<file path="src/rtl/pfq_pkg.sv">
package pfq_pkg;

    typedef enum logic [1:0] {
        ST_IDLE  = 2'd0,
        ST_FETCH = 2'd1,
        ST_DRAIN = 2'd2,
        ST_OPER  = 2'd3
    } bus_st_e;

    typedef enum logic [1:0] {
        QS_NOP   = 2'b00,
        QS_FIRST = 2'b01,
        QS_FLUSH = 2'b10,
        QS_NEXT  = 2'b11
    } qstat_e;

endpackage

</file>
<file path="src/rtl/pfq_addr_gen.sv">
module pfq_addr_gen #(
    parameter int          SEG_W    = 16,
    parameter int          OFF_W    = 16,
    parameter int          ADDR_W   = 20,
    parameter int          SHIFT    = 4,
    parameter logic [15:0] RESET_CS = 16'hFFFF,
    parameter logic [15:0] RESET_IP = 16'h0000
) (
    input  logic              clk,
    input  logic              rst_n,
    input  logic              load,
    input  logic [SEG_W-1:0]  load_cs,
    input  logic [OFF_W-1:0]  load_ip,
    input  logic              advance,
    input  logic              step_two,
    output logic [ADDR_W-1:0] phys_addr,
    output logic              addr_odd
);
    logic [SEG_W-1:0] seg_q;
    logic [OFF_W-1:0] ptr_q;

    always_ff @(posedge clk) begin
        if (!rst_n) begin
            seg_q <= SEG_W'(RESET_CS);
            ptr_q <= OFF_W'(RESET_IP);
        end else if (load) begin
            seg_q <= load_cs;
            ptr_q <= load_ip;
        end else if (advance) begin
            ptr_q <= ptr_q + (step_two ? OFF_W'(2) : OFF_W'(1));
        end
    end

    always_comb begin
        phys_addr = ADDR_W'({seg_q, {SHIFT{1'b0}}}) + ADDR_W'(ptr_q);
        addr_odd  = ptr_q[0];
    end
endmodule

</file>
<file path="src/rtl/pfq_byte_fifo.sv">
module pfq_byte_fifo #(
    parameter int DEPTH = 6,
    parameter int LVL_W = $clog2(DEPTH + 1)
) (
    input  logic             clk,
    input  logic             rst_n,
    input  logic             flush,
    input  logic             pop,
    input  logic [1:0]       push_cnt,
    input  logic [7:0]       push_lo,
    input  logic [7:0]       push_hi,
    output logic [7:0]       head,
    output logic [LVL_W-1:0] level
);
    logic [DEPTH-1:0][7:0] mem_q;
    logic [DEPTH-1:0][7:0] mem_d;
    logic [LVL_W-1:0]      level_q;
    logic                  pop_ok;
    logic [LVL_W-1:0]      base;
    logic [LVL_W:0]        base1;

    always_comb begin
        pop_ok = pop && (level_q != '0);
        base   = level_q - LVL_W'(pop_ok);
        base1  = {1'b0, base} + (LVL_W+1)'(1);
    end

    for (genvar i = 0; i < DEPTH; i++) begin : g_ent
        logic [7:0] shifted;
        if (i == DEPTH - 1) begin : g_last
            assign shifted = mem_q[i];
        end else begin : g_mid
            assign shifted = pop_ok ? mem_q[i+1] : mem_q[i];
        end
        assign mem_d[i] =
            (LVL_W'(i) < base)                                 ? shifted :
            ((LVL_W'(i) == base) && (push_cnt != 2'd0))        ? push_lo :
            (((LVL_W+1)'(i) == base1) && (push_cnt == 2'd2))   ? push_hi :
                                                                 mem_q[i];
    end

    always_ff @(posedge clk) begin
        if (!rst_n) begin
            mem_q   <= '0;
            level_q <= '0;
        end else if (flush) begin
            level_q <= '0;
        end else begin
            mem_q   <= mem_d;
            level_q <= level_q - LVL_W'(pop_ok) + LVL_W'(push_cnt);
        end
    end

    assign head  = mem_q[0];
    assign level = level_q;
endmodule

</file>
<file path="src/rtl/pfq_bus_fsm.sv">
module pfq_bus_fsm
    import pfq_pkg::*;
(
    input  logic clk,
    input  logic rst_n,
    input  logic op_req,
    input  logic room_ok,
    input  logic branch_load,
    input  logic bus_done,
    output logic bus_req,
    output logic fetch_phase,
    output logic oper_phase,
    output logic fetch_accept,
    output logic idle_latch
);
    bus_st_e state_q, state_d;

    always_ff @(posedge clk) begin
        if (!rst_n) state_q <= ST_IDLE;
        else        state_q <= state_d;
    end

    always_comb begin
        state_d = state_q;
        unique case (state_q)
            ST_IDLE: begin
                if (branch_load)  state_d = ST_IDLE;
                else if (op_req)  state_d = ST_OPER;
                else if (room_ok) state_d = ST_FETCH;
            end
            ST_FETCH: begin
                if (bus_done)         state_d = ST_IDLE;
                else if (branch_load) state_d = ST_DRAIN;
            end
            ST_DRAIN: if (bus_done) state_d = ST_IDLE;
            ST_OPER:  if (bus_done) state_d = ST_IDLE;
            default:  state_d = ST_IDLE;
        endcase
    end

    always_comb begin
        bus_req      = 1'b0;
        fetch_phase  = 1'b0;
        oper_phase   = 1'b0;
        fetch_accept = 1'b0;
        idle_latch   = 1'b0;
        unique case (state_q)
            ST_IDLE:  idle_latch = 1'b1;
            ST_FETCH: begin
                bus_req      = 1'b1;
                fetch_phase  = 1'b1;
                fetch_accept = bus_done && !branch_load;
            end
            ST_DRAIN: begin
                bus_req     = 1'b1;
                fetch_phase = 1'b1;
            end
            ST_OPER: begin
                bus_req    = 1'b1;
                oper_phase = 1'b1;
            end
            default: idle_latch = 1'b1;
        endcase
    end
endmodule

</file>
<file path="src/rtl/pfq_unit.sv">
module pfq_unit
    import pfq_pkg::*;
#(
    parameter int          DEPTH    = 6,
    parameter int          FREE_MIN = 2,
    parameter int          SEG_W    = 16,
    parameter int          OFF_W    = 16,
    parameter int          ADDR_W   = 20,
    parameter int          DATA_W   = 16,
    parameter logic [15:0] RESET_CS = 16'hFFFF,
    parameter logic [15:0] RESET_IP = 16'h0000,
    localparam int         LVL_W    = $clog2(DEPTH + 1)
) (
    input  logic              clk,
    input  logic              rst_n,
    input  logic              branch_load,
    input  logic [SEG_W-1:0]  branch_cs,
    input  logic [OFF_W-1:0]  branch_ip,
    input  logic              pop,
    input  logic              pop_first,
    output logic [7:0]        q_data,
    output logic              q_valid,
    output logic [LVL_W-1:0]  q_level,
    output logic [1:0]        qstat,
    input  logic              op_req,
    input  logic              op_we,
    input  logic [ADDR_W-1:0] op_addr,
    input  logic [DATA_W-1:0] op_wdata,
    output logic              op_done,
    output logic [DATA_W-1:0] op_rdata,
    output logic              bus_req,
    output logic              bus_fetch,
    output logic              bus_byte,
    output logic              bus_we,
    output logic [ADDR_W-1:0] bus_addr,
    output logic [DATA_W-1:0] bus_wdata,
    input  logic              bus_done,
    input  logic [DATA_W-1:0] bus_rdata
);
    localparam int ROOM_MAX = DEPTH - FREE_MIN;

    logic [ADDR_W-1:0] fetch_addr;
    logic              fetch_odd;
    logic              room_ok;
    logic              fetch_phase, oper_phase, fetch_accept, idle_latch;
    logic [ADDR_W-1:0] addr_q;
    logic              byte_q, we_q;
    logic [DATA_W-1:0] wdata_q;
    logic [1:0]        push_cnt;
    logic [7:0]        push_lo;
    logic              pop_eff;
    qstat_e            qstat_q;

    assign room_ok = (int'(q_level) <= ROOM_MAX);
    assign pop_eff = pop && !branch_load;

    pfq_addr_gen #(
        .SEG_W(SEG_W), .OFF_W(OFF_W), .ADDR_W(ADDR_W), .SHIFT(4),
        .RESET_CS(RESET_CS), .RESET_IP(RESET_IP)
    ) addr_i (
        .clk(clk), .rst_n(rst_n),
        .load(branch_load), .load_cs(branch_cs), .load_ip(branch_ip),
        .advance(fetch_accept), .step_two(!byte_q),
        .phys_addr(fetch_addr), .addr_odd(fetch_odd)
    );

    pfq_bus_fsm fsm_i (
        .clk(clk), .rst_n(rst_n),
        .op_req(op_req), .room_ok(room_ok),
        .branch_load(branch_load), .bus_done(bus_done),
        .bus_req(bus_req), .fetch_phase(fetch_phase), .oper_phase(oper_phase),
        .fetch_accept(fetch_accept), .idle_latch(idle_latch)
    );

    // Capture the address and kind of the next bus cycle while idle, so
    // the bus stays stable even if the pointer is reloaded mid-cycle.
    always_ff @(posedge clk) begin
        if (!rst_n) begin
            addr_q  <= '0;
            byte_q  <= 1'b0;
            we_q    <= 1'b0;
            wdata_q <= '0;
        end else if (idle_latch) begin
            addr_q  <= op_req ? op_addr : fetch_addr;
            byte_q  <= !op_req && fetch_odd;
            we_q    <= op_req && op_we;
            wdata_q <= op_wdata;
        end
    end

    always_comb begin
        push_cnt = 2'd0;
        if (fetch_accept) push_cnt = byte_q ? 2'd1 : 2'd2;
        push_lo = byte_q ? bus_rdata[15:8] : bus_rdata[7:0];
    end

    pfq_byte_fifo #(.DEPTH(DEPTH), .LVL_W(LVL_W)) fifo_i (
        .clk(clk), .rst_n(rst_n),
        .flush(branch_load), .pop(pop_eff),
        .push_cnt(push_cnt), .push_lo(push_lo), .push_hi(bus_rdata[15:8]),
        .head(q_data), .level(q_level)
    );

    always_ff @(posedge clk) begin
        if (!rst_n)                         qstat_q <= QS_NOP;
        else if (branch_load)               qstat_q <= QS_FLUSH;
        else if (pop && (q_level != '0))    qstat_q <= pop_first ? QS_FIRST : QS_NEXT;
        else                                qstat_q <= QS_NOP;
    end

    assign qstat     = qstat_q;
    assign q_valid   = (q_level != '0);
    assign bus_fetch = fetch_phase;
    assign bus_byte  = fetch_phase && byte_q;
    assign bus_we    = oper_phase && we_q;
    assign bus_addr  = addr_q;
    assign bus_wdata = wdata_q;
    assign op_done   = oper_phase && bus_done;
    assign op_rdata  = bus_rdata;
endmodule

</file>
<file path="config.mk">
export PLATFORM = sky130hd
export DESIGN_NAME = pfq_unit
export DESIGN_NICKNAME = d
export VERILOG_FILES = /design/src/rtl/pfq_pkg.sv /design/src/rtl/pfq_addr_gen.sv /design/src/rtl/pfq_byte_fifo.sv /design/src/rtl/pfq_bus_fsm.sv /design/src/rtl/pfq_unit.sv
export SDC_FILE = /design/constraint.sdc
export NUM_CORES = 1
export LEC_CHECK = 0
export BUFFER_PORTS_ARGS = -buffer_cell sky130_fd_sc_hd__buf_2
export CAP_MARGIN = 20
export CORE_UTILIZATION = 49
export CTS_CLUSTER_SIZE = 30
export DETAILED_ROUTE_END_ITERATION = 12
export PLACE_DENSITY = 0.8
export SLEW_MARGIN = 20
export SYNTH_ARGS = -nofsm -noshare
export SYNTH_HDL_FRONTEND = slang
export SYNTH_SLANG_ARGS = --single-unit
</file>
<file path="constraint.sdc">
create_clock -name clk -period 2.8 [get_ports clk]
set_input_delay 0.14 -clock clk [delete_from_list [all_inputs] [get_ports clk]]
set_output_delay 0.14 -clock clk [all_outputs]
set_load 0.05 [all_outputs]
</file>
==> results of run 1 <==
[sequential cells by signal, summed over array words and instances, names as in the netlist, 2 cells and up]
register	count
fifo_i.head	8
bus_addr	20
qstat	2
fsm_i.state_q	2
fifo_i.g_ent.shifted	8
addr_i.ptr_q	16
addr_i.seg_q	16
bus_wdata	16
fifo_i.mem_q	32
fifo_i.level	3
[power by group]
group,internal (W),switching (W)
logic,0.000427,0.000797
registers,0.00189,0.0000722
clock network,0.00156,0.000772
total,0.00388,0.00164
[placed cells by master, fill, tap and decap left out, drive strengths merged, types with 15 or more instances in the layout]
master | netlist | routed
nand2 | 67 | 67
mux2i | 49 | 49
buf | 41 | 195
o21ai | 69 | 69
dlygate4sd3 | 0 | 37
o211a | 15 | 15
inv | 17 | 17
a21oi | 106 | 106
a211oi | 35 | 35
ha | 22 | 22
xnor2 | 15 | 15
dfxtp | 125 | 125
nor2 | 67 | 67
clkbuf | 32 | 27
nor2b | 31 | 31
[critical path: stages (launching register included)]
cell and delay [ns]:
dfxtp_2 0.34, o31ai_4 0.25, nor2_1 0.07, ha_1 0.18, ha_1 0.25, xor2_2 0.35, buf_4 0.34, nor4_4 0.05
buf_4 0.19, a211oi_1 0.29, a21oi_1 0.09, a21oi_1 0.17
[logic make-up (layout without fill, tap and decap cells)]
logic type | after synthesis | after routing | synth area share, %
xor+xnor | 26 | 26 | 3.53
mux | 53 | 53 | 7.79
buf+inv | 90 | 281 | 6.39
simple gates | 227 | 227 | 16.1
fa+ha+maj | 25 | 25 | 4.88
flops | 125 | 125 | 36.4
other cells | 0 | 1 | 0
compound gates | 278 | 278 | 24.9
[per-stage QoR]
stage               util, %  total power [W]
floorplan                 -          0.00286
global placement       58.1          0.00314
detailed placement     58.1          0.00316
CTS                    65.6          0.00553
global route           65.7          0.00571
finish                 65.7          0.00552
[layer usage]
layer | global-route usage (%) | part of all wire [%]
met1 | 32.8 | 42
met2 | 47.4 | 49
met3 | 5.75 | 6.6
met4 | 13.1 | 3.0
met5 | 0 | 0
[repair_timing]
| action | in CTS | in global routing |
|---|---|---|
| endpoints found under the hold margin | 37 | 0 |
| setup endpoints to repair | 6 | 20 |
| resized for setup | 1 | 6 |
| gates cloned | 0 | 0 |
| hold buffers | 37 | 0 |
[area by class of cell]
class                   instances  area share, %
multi-input cells             609           44.9
inverters                      17          0.722
clock inverters                 5           1.13
clock buffers                  27           6.03
flip-flops and latches        125           28.4
well taps                     176           2.49
diodes                          1         0.0283
repair buffers                232           16.3
[final timing paths]
| check | startpoint | to | slack [ns] | cells after the start |
|---|---|---|---|---|
| min reg2reg | bus_addr[2]$_SDFFE_PN0N_ | bus_addr[2]$_SDFFE_PN0N_ | 0.48 | 1 |
| max reg2reg | fifo_i.level[1]$_SDFF_PP0_ | fifo_i.mem_q[28]$_SDFFE_PN0P_ | 0.15 | 11 |
| min | op_addr[0] | bus_addr[0]$_SDFFE_PN0N_ | 0.01 | 3 |
| max | fifo_i.level[1]$_SDFF_PP0_ | fifo_i.mem_q[28]$_SDFFE_PN0P_ | 0.15 | 11 |
==> flow_summary.json, run 1 <==
{
  "post-place-ws_ns": -0.0123,
  "root_buffer": "clkbuf_16",
  "syn_inst": 824,
  "die_area_um2": 14500,
  "cap_violations": 0,
  "synth_cell_type_count": 60,
  "core_area_um2": 13500,
  "initial_core_util_pct": 51.1,
  "timing.final.crit_share_pct": 94.8,
  "final_cell_area_um2": 8840,
  "skew_ns": 0.00744,
  "power_leakage_nw": 4.03,
  "hold_path.class": "primary input to flip-flop",
  "worst_slack_ns": 0.146,
  "synth.avg_cell_area_um2": 8.35,
  "synth_flop_cell": "dfxtp_1",
  "grt_pass1_vias": 6519,
  "wl_um": 19800,
  "gp_congestion": 0.872,
  "place_area_um2": 7810,
  "tns_ns": 0,
  "synth_area_um2": 6880,
  "cts_tree": "built",
  "cts.path.max_buffers": 2,
  "cts_buffers": 17,
  "drc_errors": 0,
  "synthesis.nets": 941,
  "chipWidth_um": 120,
  "ys_top_cells_by_count": "125 x dfxtp_1, 106 x a21oi_1, 66 x nand2_1, 66 x nor2_1, 64 x o21ai_0",
  "clock_latency_ns": 0.42,
  "hold_viol": 0,
  "status": "finished clean",
  "hold_slack_ns": 0.0108,
  "startpoint_type": "flip-flop",
  "fillCellCount": 1137,
  "dp.cells": 1122,
  "grt_pass1_wl_um": 31700,
  "cp_data_required_time_ns": 3.14,
  "fp.dieH_um": 120,
  "postCtsSetupRepairBufs": 0,
  "max_freq_mhz": 377,
  "rsz0062_at_grt": "false",
  "powerDensity_nw_per_um2": 625,
  "port_buffers": 162,
  "cp_max_fo": 21,
  "area_growth_pct": 28.5,
  "multi_input_area_um2": 3970,
  "first_iter_violations": 526,
  "rows": 42,
  "nets": 1119,
  "clk_pin_slew_worst_paths_ns": 0.05,
  "post_drt_wl_per_cell_um": 16.6,
  "endpoint_kind": "flip-flop",
  "synthArstFlopShare_pct": 0,
  "final_antenna_net_count": 0,
  "ys_ff_latch": 125,
  "yosysSeqAreaShare_pct": 36.4,
  "worst_pin_slew_ns": 0.645,
  "critical_path_class": "flip-flop to flip-flop",
  "drv_slew": 0,
  "cts-htree-levels": 4,
  "synth_top_cell_by_area": "dfxtp_1",
  "antenna_found_initial": 1,
  "min_period_ns": 2.65,
  "synth_area_leaders": "dfxtp_1 36%, a21oi_1 7.7%, mux2i_1 7.1%, o21ai_0 4.7%, ha_1 4.0%",
  "ir_worst_vdd_mv": 0.412,
  "stdcell_count": 1192,
  "vias_per_cell": 5.78,
  "grt_max_degree": 64,
  "relSlewSlack_pct": 55.8,
  "drtPass1Iterations": 5,
  "setup_viol": 0,
  "num_vias": 6885,
  "io_pins": 163,
  "cts.sinks": 125,
  "synth_edf_count": 0,
  "drive_gt1_share_pct": 24.1,
  "hpwl_um": 13400,
  "cp.arrival_ns": 3.00,
  "yosysMostFrequentCell": "dfxtp_1",
  "ys_warn_count": 0,
  "grt_usage_pct": 27.6,
  "grt_remaining_overflow": 0,
  "regArea_um2": 2510,
  "synth_top_area_share_pct": 36.4
}
(Power assumes the default switching activity.)
==> run 2, diff against run 1 <==
--- a/config.mk
+++ b/config.mk
@@ -5,9 +5,10 @@
 export SDC_FILE = /design/constraint.sdc
 export NUM_CORES = 1
 export LEC_CHECK = 0
+export ABC_AREA = 1
 export BUFFER_PORTS_ARGS = -buffer_cell sky130_fd_sc_hd__buf_2
 export CAP_MARGIN = 20
-export CORE_UTILIZATION = 49
+export CORE_UTILIZATION = 50
 export CTS_CLUSTER_SIZE = 30
 export DETAILED_ROUTE_END_ITERATION = 12
 export PLACE_DENSITY = 0.8
==> flow_summary.json, run 2 <==
{
  "status": "finished clean",
  "cts_buffers": 17,
  "post_drt_wl_per_cell_um": 15.1,
  "fillCellCount": 1283,
  "startpoint_type": "flip-flop",
  "synth_area_um2": 7330,
  "area_growth_pct": 24.9,
  "synth_edf_count": 0,
  "drtPass1Iterations": 6,
  "ys_warn_count": 0,
  "initial_core_util_pct": 52.0,
  "power_leakage_nw": 4.47,
  "yosysMostFrequentCell": "nand2_1",
  "post-place-ws_ns": 0.204,
  "nets": 1425,
  "cp.arrival_ns": 2.91,
  "cts.path.max_buffers": 2,
  "skew_ns": 0.00728,
  "seqPwrFrac_pct": 37.7,
  "antenna_found_initial": 1,
  "largest_reg_flops": 32,
  "cp_data_required_time_ns": 3.11,
  "sw_frac_of_total_pct": 33.4,
  "grt_max_degree": 45,
  "yosysSeqAreaShare_pct": 34.1,
  "p_int_w": 0.00348,
  "cts.sinks": 125,
  "timing.final.crit_share_pct": 92.8,
  "pwr-share-clk_pct": 38.4,
  "worst_pin_slew_ns": 0.963,
  "grt_pass1_vias": 7510,
  "relSlewSlack_pct": 35.7,
  "die_area_um2": 15100,
  "rows": 43,
  "cp_max_fo": 11,
  "drv_slew": 0,
  "grt_pass1_wl_um": 36300,
  "multi_input_area_um2": 4060,
  "synth_top_cell_by_area": "dfxtp_1",
  "port_buffers": 162,
  "clk_pin_slew_worst_paths_ns": 0.06,
  "wl_um": 22700,
  "synth_top_area_share_pct": 34.1,
  "io_pins": 163,
  "setup_viol": 0,
  "postCtsSetupRepairBufs": 0,
  "crit_chain": "nor2_1, nand2_2, nand2_1, nor2_4, ha_1, ha_2, inv_1, nor2_4, inv_2, nor2_2, a22oi_2, o21ai_0, nor2_1",
  "combPwrFrac_pct": 23.8,
  "tns_ns": 0,
  "core_area_um2": 14100,
  "syn_inst": 1128,
  "powerDensity_nw_per_um2": 570,
  "chipWidth_um": 123,
  "first_iter_violations": 735,
  "top_register": "fifo_i.mem_q",
  "cts_tree": "built",
  "hold_path.class": "primary input to flip-flop",
  "synth_cell_type_count": 42,
  "root_buffer": "clkbuf_16",
  "synthesis.nets": 1245,
  "gp_congestion": 0.924,
  "synth_flop_cell": "dfxtp_1",
  "final_antenna_net_count": 0,
  "endpoint_kind": "flip-flop",
  "layout_common_cells": "298 x nand2_1, 162 x buf_2, 122 x dfxtp_1, 121 x nor2_1, 115 x inv_1",
  "power.net_switching_w": 0.00174,
  "cap_violations": 0,
  "drive_gt1_share_pct": 19.8,
  "hold_viol": 0,
  "max_freq_mhz": 385,
  "final_util_pct": 65.0,
  "grt_remaining_overflow": 0,
  "num_vias": 8042,
  "regArea_um2": 2510,
  "min_period_ns": 2.60,
  "cts-htree-levels": 4,
  "rsz0062_at_grt": "false",
  "slowest_stage": "ha_2",
  "hold_slack_ns": 0.00975,
  "vias_per_cell": 5.35,
  "worst_slack_ns": 0.203,
  "layout_commonest_cell": "nand2_1",
  "crit_path_max_incr_delay_ns": 0.41,
  "ir_worst_vdd_mv": 0.485,
  "ys_top_cells_by_count": "300 x nand2_1, 125 x dfxtp_1, 122 x nor2_1, 115 x inv_1, 111 x o21ai_0",
  "critical_path_class": "flip-flop to flip-flop",
  "clock_latency_ns": 0.42,
  "drc_errors": 0,
  "synth_area_leaders": "dfxtp_1 34%, nand2_1 15%, o21ai_0 7.6%, a21oi_1 6.9%, nor2_1 6.2%",
  "synth.avg_cell_area_um2": 6.50,
  "ys_ff_latch": 125,
  "hpwl_um": 16100,
  "synthArstFlopShare_pct": 0,
  "fp.dieH_um": 123,
  "grt_usage_pct": 31.1
}
[run 2: cell types whose count changed after synthesis, moves of 15 or more]
cell      delta
a211oi_1    -32
inv_1       +98
mux2i_1     -49
nand2_1    +234
nand3_1     +46
nor2_1      +56
nor2b_1     -31
o211a_1     -15
o211ai_1    +15
o21ai_0     +47
[run 2: path summary, 6_finish.rpt]
path                                                         startpoint                                      end  slack, ns  cells after the start
worst max-delay path                         fifo_i.level[0]$_SDFF_PP0_            fifo_i.mem_q[11]$_SDFFE_PN0P_       0.20                     13
worst min-delay path                                         op_addr[8]                 bus_addr[8]$_SDFFE_PN0N_       0.01                      3
worst max register to register               fifo_i.level[0]$_SDFF_PP0_            fifo_i.mem_q[11]$_SDFFE_PN0P_       0.20                     13
worst min register to register  fifo_i.g_ent[5].shifted[7]$_SDFFE_PN0P_  fifo_i.g_ent[5].shifted[7]$_SDFFE_PN0P_       0.46                      2
[run 2: per-layer routing]
layer	up-vias	global-route usage (%)	wire length, um	share of wire [%]
met5	-	0	0	0
met3	74	7.20	1880	8.3
met1	3582	37.6	9330	41
li1	4008	-	-	-
met4	0	15.4	999	4.4
met2	378	51.5	10500	46
[run 2: critical path: cells and delay by family, from the launching register on]
kind	cells	cell delay, ns
compound gates	2	0.38
fa+ha+maj	2	0.58
buf+inv	2	0.27
flops	1	0.32
simple gates	7	0.92
[run 2: power by group through the flow]
stage	Combinational (W)	Sequential [W]	Clock, W
floorplan	0.000629	0.00222	0
global placement	0.00117	0.00200	0
detailed placement	0.00118	0.00200	0
CTS	0.00122	0.00197	0.00202
global route	0.00136	0.00198	0.00210
finish	0.00124	0.00197	0.00201
[run 2: repair_timing]
item,4_1_cts,5_1_grt
endpoints found under the hold margin,39,0
endpoints found under the setup margin,0,15
resized for setup,0,4
hold buffers,39,0
[run 2: cell families (layout without fill, tap and decap cells)]
logic type | Yosys count | in the layout | share of synthesized area [%]
flops | 125 | 125 | 34.1
other cells | 0 | 1 | 0
fa+ha+maj | 25 | 25 | 4.58
compound gates | 262 | 263 | 19.8
buf+inv | 187 | 379 | 10.8
xor+xnor | 7 | 7 | 0.837
simple gates | 522 | 522 | 29.8
[run 2: stage by stage]
stage | total power, W | instance area, um2 | std cells
3_5_place_dp | 0.00318 | 8200 | 1429
3_3_place_gp | 0.00317 | 8200 | 1429
5_1_grt | 0.00544 | 9160 | 1502
6_report | 0.00522 | 9160 | 1502
4_1_cts | 0.00521 | 9130 | 1500
2_1_floorplan | 0.00285 | 7330 | 1128
[run 2: final cells by class]
type / count / area share (%)
Antenna cell: 1 / 0.0273
Sequential cell: 125 / 27.4
Multi-Input combinational cell: 817 / 44.4
Inverter: 127 / 5.21
Clock inverter: 9 / 0.683
Clock buffer: 23 / 5.22
Timing Repair Buffer: 220 / 14.7
Tap cell: 180 / 2.46
